--- src/rtl/mfc_pkg.sv ---
package mfc_pkg;
  // captured per-stage flag state published at the end of an access
  typedef struct packed {
    logic live;  // chain enabled for the published access
    logic hit;   // local match with flag enable, captured at access end
  } stage_state_t;
endpackage

--- src/rtl/mfc_en_latch.sv ---
module mfc_en_latch (
  input  logic clk,
  input  logic rst_n,
  input  logic cyc_start,
  input  logic cyc_end,
  input  logic cfg_switch,
  input  logic chain_en_n,
  output logic live
);
  logic armed_q;
  logic live_q;

  // enable sampled at the opening strobe only
  always_ff @(posedge clk or negedge rst_n) begin
    if (!rst_n)         armed_q <= 1'b0;
    else if (cyc_start) armed_q <= ~chain_en_n;
  end

  // published at the closing strobe; a config change silences it
  always_ff @(posedge clk or negedge rst_n) begin
    if (!rst_n)          live_q <= 1'b0;
    else if (cfg_switch) live_q <= 1'b0;
    else if (cyc_end)    live_q <= armed_q;
  end

  assign live = live_q;
endmodule

--- src/rtl/mfc_flag_cell.sv ---
module mfc_flag_cell
  import mfc_pkg::*;
(
  input  logic clk,
  input  logic rst_n,
  input  logic cyc_end,
  input  logic cfg_switch,
  input  logic live,
  input  logic local_hit,
  input  logic flag_en,
  input  logic mf_in_n,
  output logic mf_out_n,
  output logic owner
);
  logic hit_q;
  stage_state_t st;

  always_ff @(posedge clk or negedge rst_n) begin
    if (!rst_n)          hit_q <= 1'b0;
    else if (cfg_switch) hit_q <= 1'b0;
    else if (cyc_end)    hit_q <= local_hit & flag_en;
  end

  always_comb begin
    st.live = live;
    st.hit  = hit_q;
    if (st.live) mf_out_n = ~st.hit & mf_in_n;
    else         mf_out_n = 1'b1;
    owner = st.live & st.hit & mf_in_n;
  end
endmodule

--- src/rtl/match_chain.sv ---
module match_chain #(
  parameter int N_STAGES = 4
) (
  input  logic                clk,
  input  logic                rst_n,
  input  logic                cyc_start,
  input  logic                cyc_end,
  input  logic [N_STAGES-1:0] chain_en_n,
  input  logic [N_STAGES-1:0] flag_en,
  input  logic [N_STAGES-1:0] local_hit,
  input  logic [N_STAGES-1:0] cfg_switch,
  output logic [N_STAGES-1:0] mf_out_n,
  output logic                sys_match_n,
  output logic [N_STAGES-1:0] owner
);
  localparam int LAST = N_STAGES - 1;

  logic [N_STAGES:0]   link_n;
  logic [N_STAGES-1:0] live;

  assign link_n[0] = 1'b1;  // head stage sees no upstream match

  for (genvar k = 0; k < N_STAGES; k++) begin : g_stage
    mfc_en_latch u_en (
      .clk        (clk),
      .rst_n      (rst_n),
      .cyc_start  (cyc_start),
      .cyc_end    (cyc_end),
      .cfg_switch (cfg_switch[k]),
      .chain_en_n (chain_en_n[k]),
      .live       (live[k])
    );
    mfc_flag_cell u_flag (
      .clk        (clk),
      .rst_n      (rst_n),
      .cyc_end    (cyc_end),
      .cfg_switch (cfg_switch[k]),
      .live       (live[k]),
      .local_hit  (local_hit[k]),
      .flag_en    (flag_en[k]),
      .mf_in_n    (link_n[k]),
      .mf_out_n   (link_n[k+1]),
      .owner      (owner[k])
    );
  end

  assign mf_out_n    = link_n[N_STAGES:1];
  assign sys_match_n = link_n[LAST+1];
endmodule

--- config.mk ---
export PLATFORM = sky130hd
export DESIGN_NAME = match_chain
export DESIGN_NICKNAME = d
export VERILOG_FILES = /design/src/rtl/mfc_pkg.sv /design/src/rtl/mfc_en_latch.sv /design/src/rtl/mfc_flag_cell.sv /design/src/rtl/match_chain.sv
export SDC_FILE = /design/constraint.sdc
export NUM_CORES = 1
export LEC_CHECK = 0
export ABC_CLOCK_PERIOD_IN_PS = 2620
export BUFFER_PORTS_ARGS = -buffer_cell sky130_fd_sc_hd__buf_4
export CAP_MARGIN = 25
export CELL_PAD_IN_SITES_DETAIL_PLACEMENT = 0
export CELL_PAD_IN_SITES_GLOBAL_PLACEMENT = 1
export CORE_ASPECT_RATIO = 1.1
export CORE_MARGIN = 2
export CORE_UTILIZATION = 32
export DETAILED_ROUTE_END_ITERATION = 7
export GPL_ROUTABILITY_DRIVEN = 0
export GPL_TIMING_DRIVEN = 0
export PLACE_DENSITY_LB_ADDON = 0.1
export SYNTH_ARGS = -nofsm -noshare
export SYNTH_HDL_FRONTEND = slang
export SYNTH_HIERARCHICAL = 1
export SYNTH_SLANG_ARGS = --single-unit
--- constraint.sdc ---
create_clock -name clk -period 2.62 [get_ports clk]
set_clock_uncertainty 0.05 [all_clocks]
set_input_delay 0.655 -clock clk [delete_from_list [all_inputs] [get_ports clk]]
set_output_delay 0.655 -clock clk [all_outputs]
set_load 0.03 [all_outputs]
==> qor.yml, run 1 <==
clock_path_buffers: 2
cp_top_family: "compound AO/OA/AOI/OAI gates"
min_period_ps: 2480
die_area_um2: 2040
portBuffers: 28
synth_common_cells: "dfrtp_1, nor2_1"
timing.rr.end: "g_stage[2].u_en/live"
clk_pin_slew_ps: 70
r2r-start: "g_stage[2].u_en/live"
period_share: 0.947
vias: 484
htreeDepth: 1
p_sw_frac: 0.260
grt_pass1_wl_um: 1910
synth_cells: 54
via_per_inst: 4.70
rsz0062_at_grt: "false"
dp_hpwl_um: 878
antenna_found_initial: 0
yosysUniqueCellTypes: 12
p_per_area_nw_per_um2: 456
status: "finished clean"
switching_power_uw: 101
overflow: 0
cts_tree: "yes"
layout_setup_ws_ps: 139
cts-hold-fix-buffers: 0
yosys_register_bits: 12
grt_pass1_vias: 449
cts_resized: 0
crit_top_cell: "o21ai_4"
crit_fanout: 3
dieWidth_um: 43.2
finalSetupViolations: 0
antennaDiodeCount: 0
yosys.area.top_type: "dfrtp_1"
yosysMostFrequentCell: "dfrtp_1"
drcViolationCount: 0
grt_max_degree: 13
synth-async-reset-ratio: 1.00
cts-root-buf: "clkbuf_4"
fin_hold_ws_ps: 161
synth_area_leaders: "dfrtp_1, mux2i_1, a21oi_2, nor2_1, and3_1"
power_leakage_uw: 0.000433
wl_per_cell_um: 11.3
dieHeight_um: 47.2
slowest_delay_ps: 420
power_frac_comb: 0.173
synth-seq-area-share: 0.554
post_cts_buffers: 0
nNetsFinal: 108
insertion_delay_ps: 270
power_uw: 387
peakVddDrop_v: 0.000271
ys_warn_count: 6
fmax_mhz: 403
yosys.area.top_type_share: 0.554
synthFlopType: "dfrtp_1"
cp-end-kind: "primary output"
drive_gt1_frac: 0.500
cp_slowest_cell: "dfrtp_1"
coreArea_um2: 1580
synth_area_per_cell_um2: 10.0
num_io_pins: 29
intPower_uw: 286
ant_nets: 0
crit_arrival_ps: 1780
drtPass1Iterations: 4
core.rowCount: 15
clockPowerShare: 0.288
synth_edf_count: 0
route.final.wire_length_um: 1170
start_util: 0.344
slew_violations: 0
hold_path.class: "in -> async"
cts_buffers: 3
crit_buf_inv: 5
fin_setup_tns_ps: 0
drt_iter0_drc: 4
start_kind: "flop"
track_usage: 0.131
cp.required_ps: 1910
seq_power_share: 0.540
reg2reg_depth: 2
rrSetupSlack_ps: 1840
dp_slack_ps: 440
syn_to_final_growth_pct: 56.6
critPathKind: "reg -> out"
worstPathCellList: "o21ai_4, inv_2, o21ai_4, inv_2, o21ai_4, inv_2, o21ai_4, buf_6, buf_4"
cts_num_sinks: 12
cap_violations: 0
syn_area_um2: 542
hold_viol: 0
==> worst max-delay path by stage <==
stage / from / end / slack (ps) / depth (start not counted)
after floorplan: g_stage[0].u_flag/hit_q / mf_out_n[3] / -10 / 8
after detailed placement: g_stage[0].u_flag/hit_q / mf_out_n[3] / 440 / 9
final: g_stage[0].u_flag/hit_q / mf_out_n[3] / 140 / 9
after global routing: g_stage[0].u_flag/hit_q / mf_out_n[3] / 40 / 9
after global placement: g_stage[0].u_flag/hit_q / mf_out_n[3] / 450 / 9
after CTS: g_stage[0].u_flag/hit_q / mf_out_n[3] / 120 / 9
==> routing by layer <==
| layer | GRT usage | share of wire | up-vias |
|---|---|---|---|
| li1 | - | - | 243 |
| met3 | 0.0269 | 0.071 | 0 |
| met4 | 0.0909 | 0 | 0 |
| met5 | 0 | 0 | - |
| met1 | 0.168 | 0.44 | 222 |
| met2 | 0.200 | 0.49 | 19 |
==> cells in the final DEF, fill, tap and decap left out <==
| master | n |
|---|---|
| mux2i_1 | 4 |
| buf_6 | 1 |
| buf_4 | 28 |
| a21oi_2 | 4 |
| and3_1 | 4 |
| o21ai_4 | 4 |
| a21oi_1 | 4 |
| conb_1 | 2 |
| nor2_1 | 8 |
| clkbuf_4 | 3 |
| nand3_1 | 4 |
| inv_1 | 1 |
| nand2b_1 | 4 |
| dfrtp_1 | 12 |
| inv_2 | 3 |
==> cell type report <==
cell class,instances,area [um2]
fillers,153,728
well taps,17,21.3
clock buffers,3,22.5
plain buffers,1,11.3
repair buffers,28,210
flip-flops and latches,12,300
multi-input cells,38,268
inverters,4,15.0
==> kinds of logic (layout without fill, tap and decap cells) <==
group,after synthesis,after routing,synth area share
flip-flops,12,12,0.554
other,1,2,0.00692
buffers and inverters,5,36,0.0416
multiplexers,4,4,0.0739
AND/OR/NAND/NOR,20,20,0.185
AO/OA/AOI/OAI,12,12,0.139
==> power by group through the flow <==
| stage | Sequential [uW] | Clock [uW] | Combinational, uW |
|---|---|---|---|
| CTS | 209 | 116 | 67.7 |
| detailed placement | 213 | 0 | 67.5 |
| finish | 209 | 111 | 66.8 |
| global placement | 212 | 0 | 66.7 |
| floorplan | 210 | 0 | 30.0 |
| global route | 211 | 120 | 73.9 |
==> stage by stage <==
stage / utilization / cell area (um2) / cells
global route: 0.538 / 848 / 103
global placement: 0.524 / 826 / 100
floorplan: - / 594 / 55
finish: 0.538 / 848 / 103
CTS: 0.538 / 848 / 103
detailed placement: 0.524 / 826 / 100
==> worst reg2reg max path, delay by kind of cell, from the launching register on <==
kind          cells  cell delay, ps
simple gates      1              50
mux               1             150
flops             1             430
==> state kept, by name, indices dropped and copies added (netlist names) <==
name / flops
g_stage.u_en/armed_q: 4
g_stage.u_en/live: 4
g_stage.u_flag/hit_q: 4
(Power assumes the default switching activity.)
==> run 2, diff against run 1 <==
Settings changed: CORE_MARGIN 2 to unset, RECOVER_POWER set to 25.
==> run 2 against run 1 <==
- critical path depth unchanged
- clock-buffer cell count unchanged
- critical path type unchanged
- sequential power about the same
- power decreased by 1.3%
- die area decreased by 8.7%
- maximum frequency increased by 0.71%
- first-iteration DRC count increased by 25%
- global-route usage increased by 1.2 points
- largest cell class unchanged
- sequential cell count unchanged
==> qor.yml, run 2 (synthesis gave the netlist of run 1 again) <==
status: "finished clean"
finalSetupViolations: 0
dpl_cell_area_um2: 826
overflow: 0
route.final.wire_length_um: 1140
mostFrequentLayoutCells: "buf_4, dfrtp_1, nor2_1"
rsz0062_at_grt: "false"
antenna_found_initial: 0
cts_num_sinks: 12
insertion_delay_ps: 260
fillers: 157
cts_tree: "yes"
drcViolationCount: 0
clock_path_buffers: 2
cp_slowest_cell: "dfrtp_1"
syn_to_final_growth_pct: 55.9
layout_commonest_cell: "buf_4"
grt_pass1_wl_um: 1730
crit_arrival_ps: 1760
cts-root-buf: "clkbuf_4"
slowest_delay_ps: 410
p_per_area_nw_per_um2: 452
cts_resized: 0
cts_buffers: 3
layout_setup_ws_ps: 156
cp-end-kind: "primary output"
period_share: 0.940
nNetsFinal: 108
fmax_mhz: 406
min_period_ps: 2460
drive_gt1_frac: 0.488
clk_pin_slew_ps: 70
antennaDiodeCount: 0
grt_max_degree: 13
num_io_pins: 29
power_leakage_uw: 0.000429
hold_viol: 0
final_area_um2: 845
dieWidth_um: 41.2
worstPathCellList: "o21ai_4, inv_2, o21ai_4, inv_2, o21ai_4, inv_2, o21ai_4, buf_6, buf_4"
drtPass1Iterations: 3
cp.required_ps: 1910
crit_fanout: 3
via_per_inst: 4.78
peakVddDrop_v: 0.000248
start_kind: "flop"
crit_top_cell: "o21ai_4"
die_area_um2: 1860
portBuffers: 28
htreeDepth: 1
coreArea_um2: 1580
core.rowCount: 15
cap_violations: 0
dp_slack_ps: 434
cts-hold-fix-buffers: 0
drt_iter0_drc: 5
start_util: 0.344
wl_per_cell_um: 11.1
critPathKind: "reg -> out"
track_usage: 0.142
multi_input_area_um2: 268
ant_nets: 0
hold_path.class: "in -> async"
worst_pin_slew_ps: 657
dp_hpwl_um: 903
vias: 492
slew_violations: 0
relSlewSlack: 0.562
grt_pass1_vias: 459
post_cts_buffers: 0
dieHeight_um: 45.2
regArea_um2: 300
[run 2: cell count changes in the layout (fill, tap and decap cells not counted)]
cell / delta
buf_4: -1
clkbuf_1: +1
[run 2: layout make-up]
type | count | area share
buffer | 1 | 0.0133
clock buffer | 3 | 0.0267
sequential | 12 | 0.356
timing repair buffer | 28 | 0.244
inverter | 4 | 0.0178
tap | 17 | 0.0252
multi-input combinational | 38 | 0.317
[run 2: worst paths after layout]
path                                         start                 endpoint  slack [ps]  cells past startpoint
min reg2reg                g_stage[0].u_en/armed_q  g_stage[0].u_en/armed_q         470                      2
max                        g_stage[0].u_flag/hit_q              mf_out_n[3]         160                      9
max in group asynchronous                    rst_n     g_stage[3].u_en/live        1760                      1
max reg2reg                   g_stage[0].u_en/live     g_stage[0].u_en/live        1850                      2
min in group clk           g_stage[0].u_en/armed_q  g_stage[0].u_en/armed_q         470                      2
min                                          rst_n     g_stage[2].u_en/live         340                      1
[run 2: per-layer routing]
metal,up-vias,global-route usage,routed length (um),share of wire
li1,246,-,-,-
met1,222,0.144,458,0.40
met2,22,0.247,580,0.51
met3,2,0.0443,92,0.080
met4,0,0.0774,12,0.010
met5,-,0,0,0
[run 2: power breakdown]
group | switching (uW) | leakage, uW | internal [uW]
Combinational | 31.0 | 0.000264 | 35.0
Sequential | 11.3 | 0.000152 | 198
Clock | 54.1 | 0.0000138 | 53.0
[run 2: critical path: cells and delay by family (launching register included)]
| family | cells | cell delay (ps) |
|---|---|---|
| AOI/OAI and AO/OA | 4 | 640 |
| buffers and inverters | 5 | 430 |
| DFF | 1 | 410 |
[run 2: metrics by stage]
step | util | hold slack [ps] | setup TNS (ps) | total power [uW] | cells
2_1_floorplan | - | 309 | -11.7 | 240 | 55
3_3_place_gp | 0.524 | 453 | 0 | 279 | 100
4_1_cts | 0.538 | 165 | 0 | 391 | 103
3_5_place_dp | 0.524 | 458 | 0 | 281 | 100
5_1_grt | 0.536 | 379 | 0 | 407 | 103
6_report | 0.536 | 341 | 0 | 382 | 103
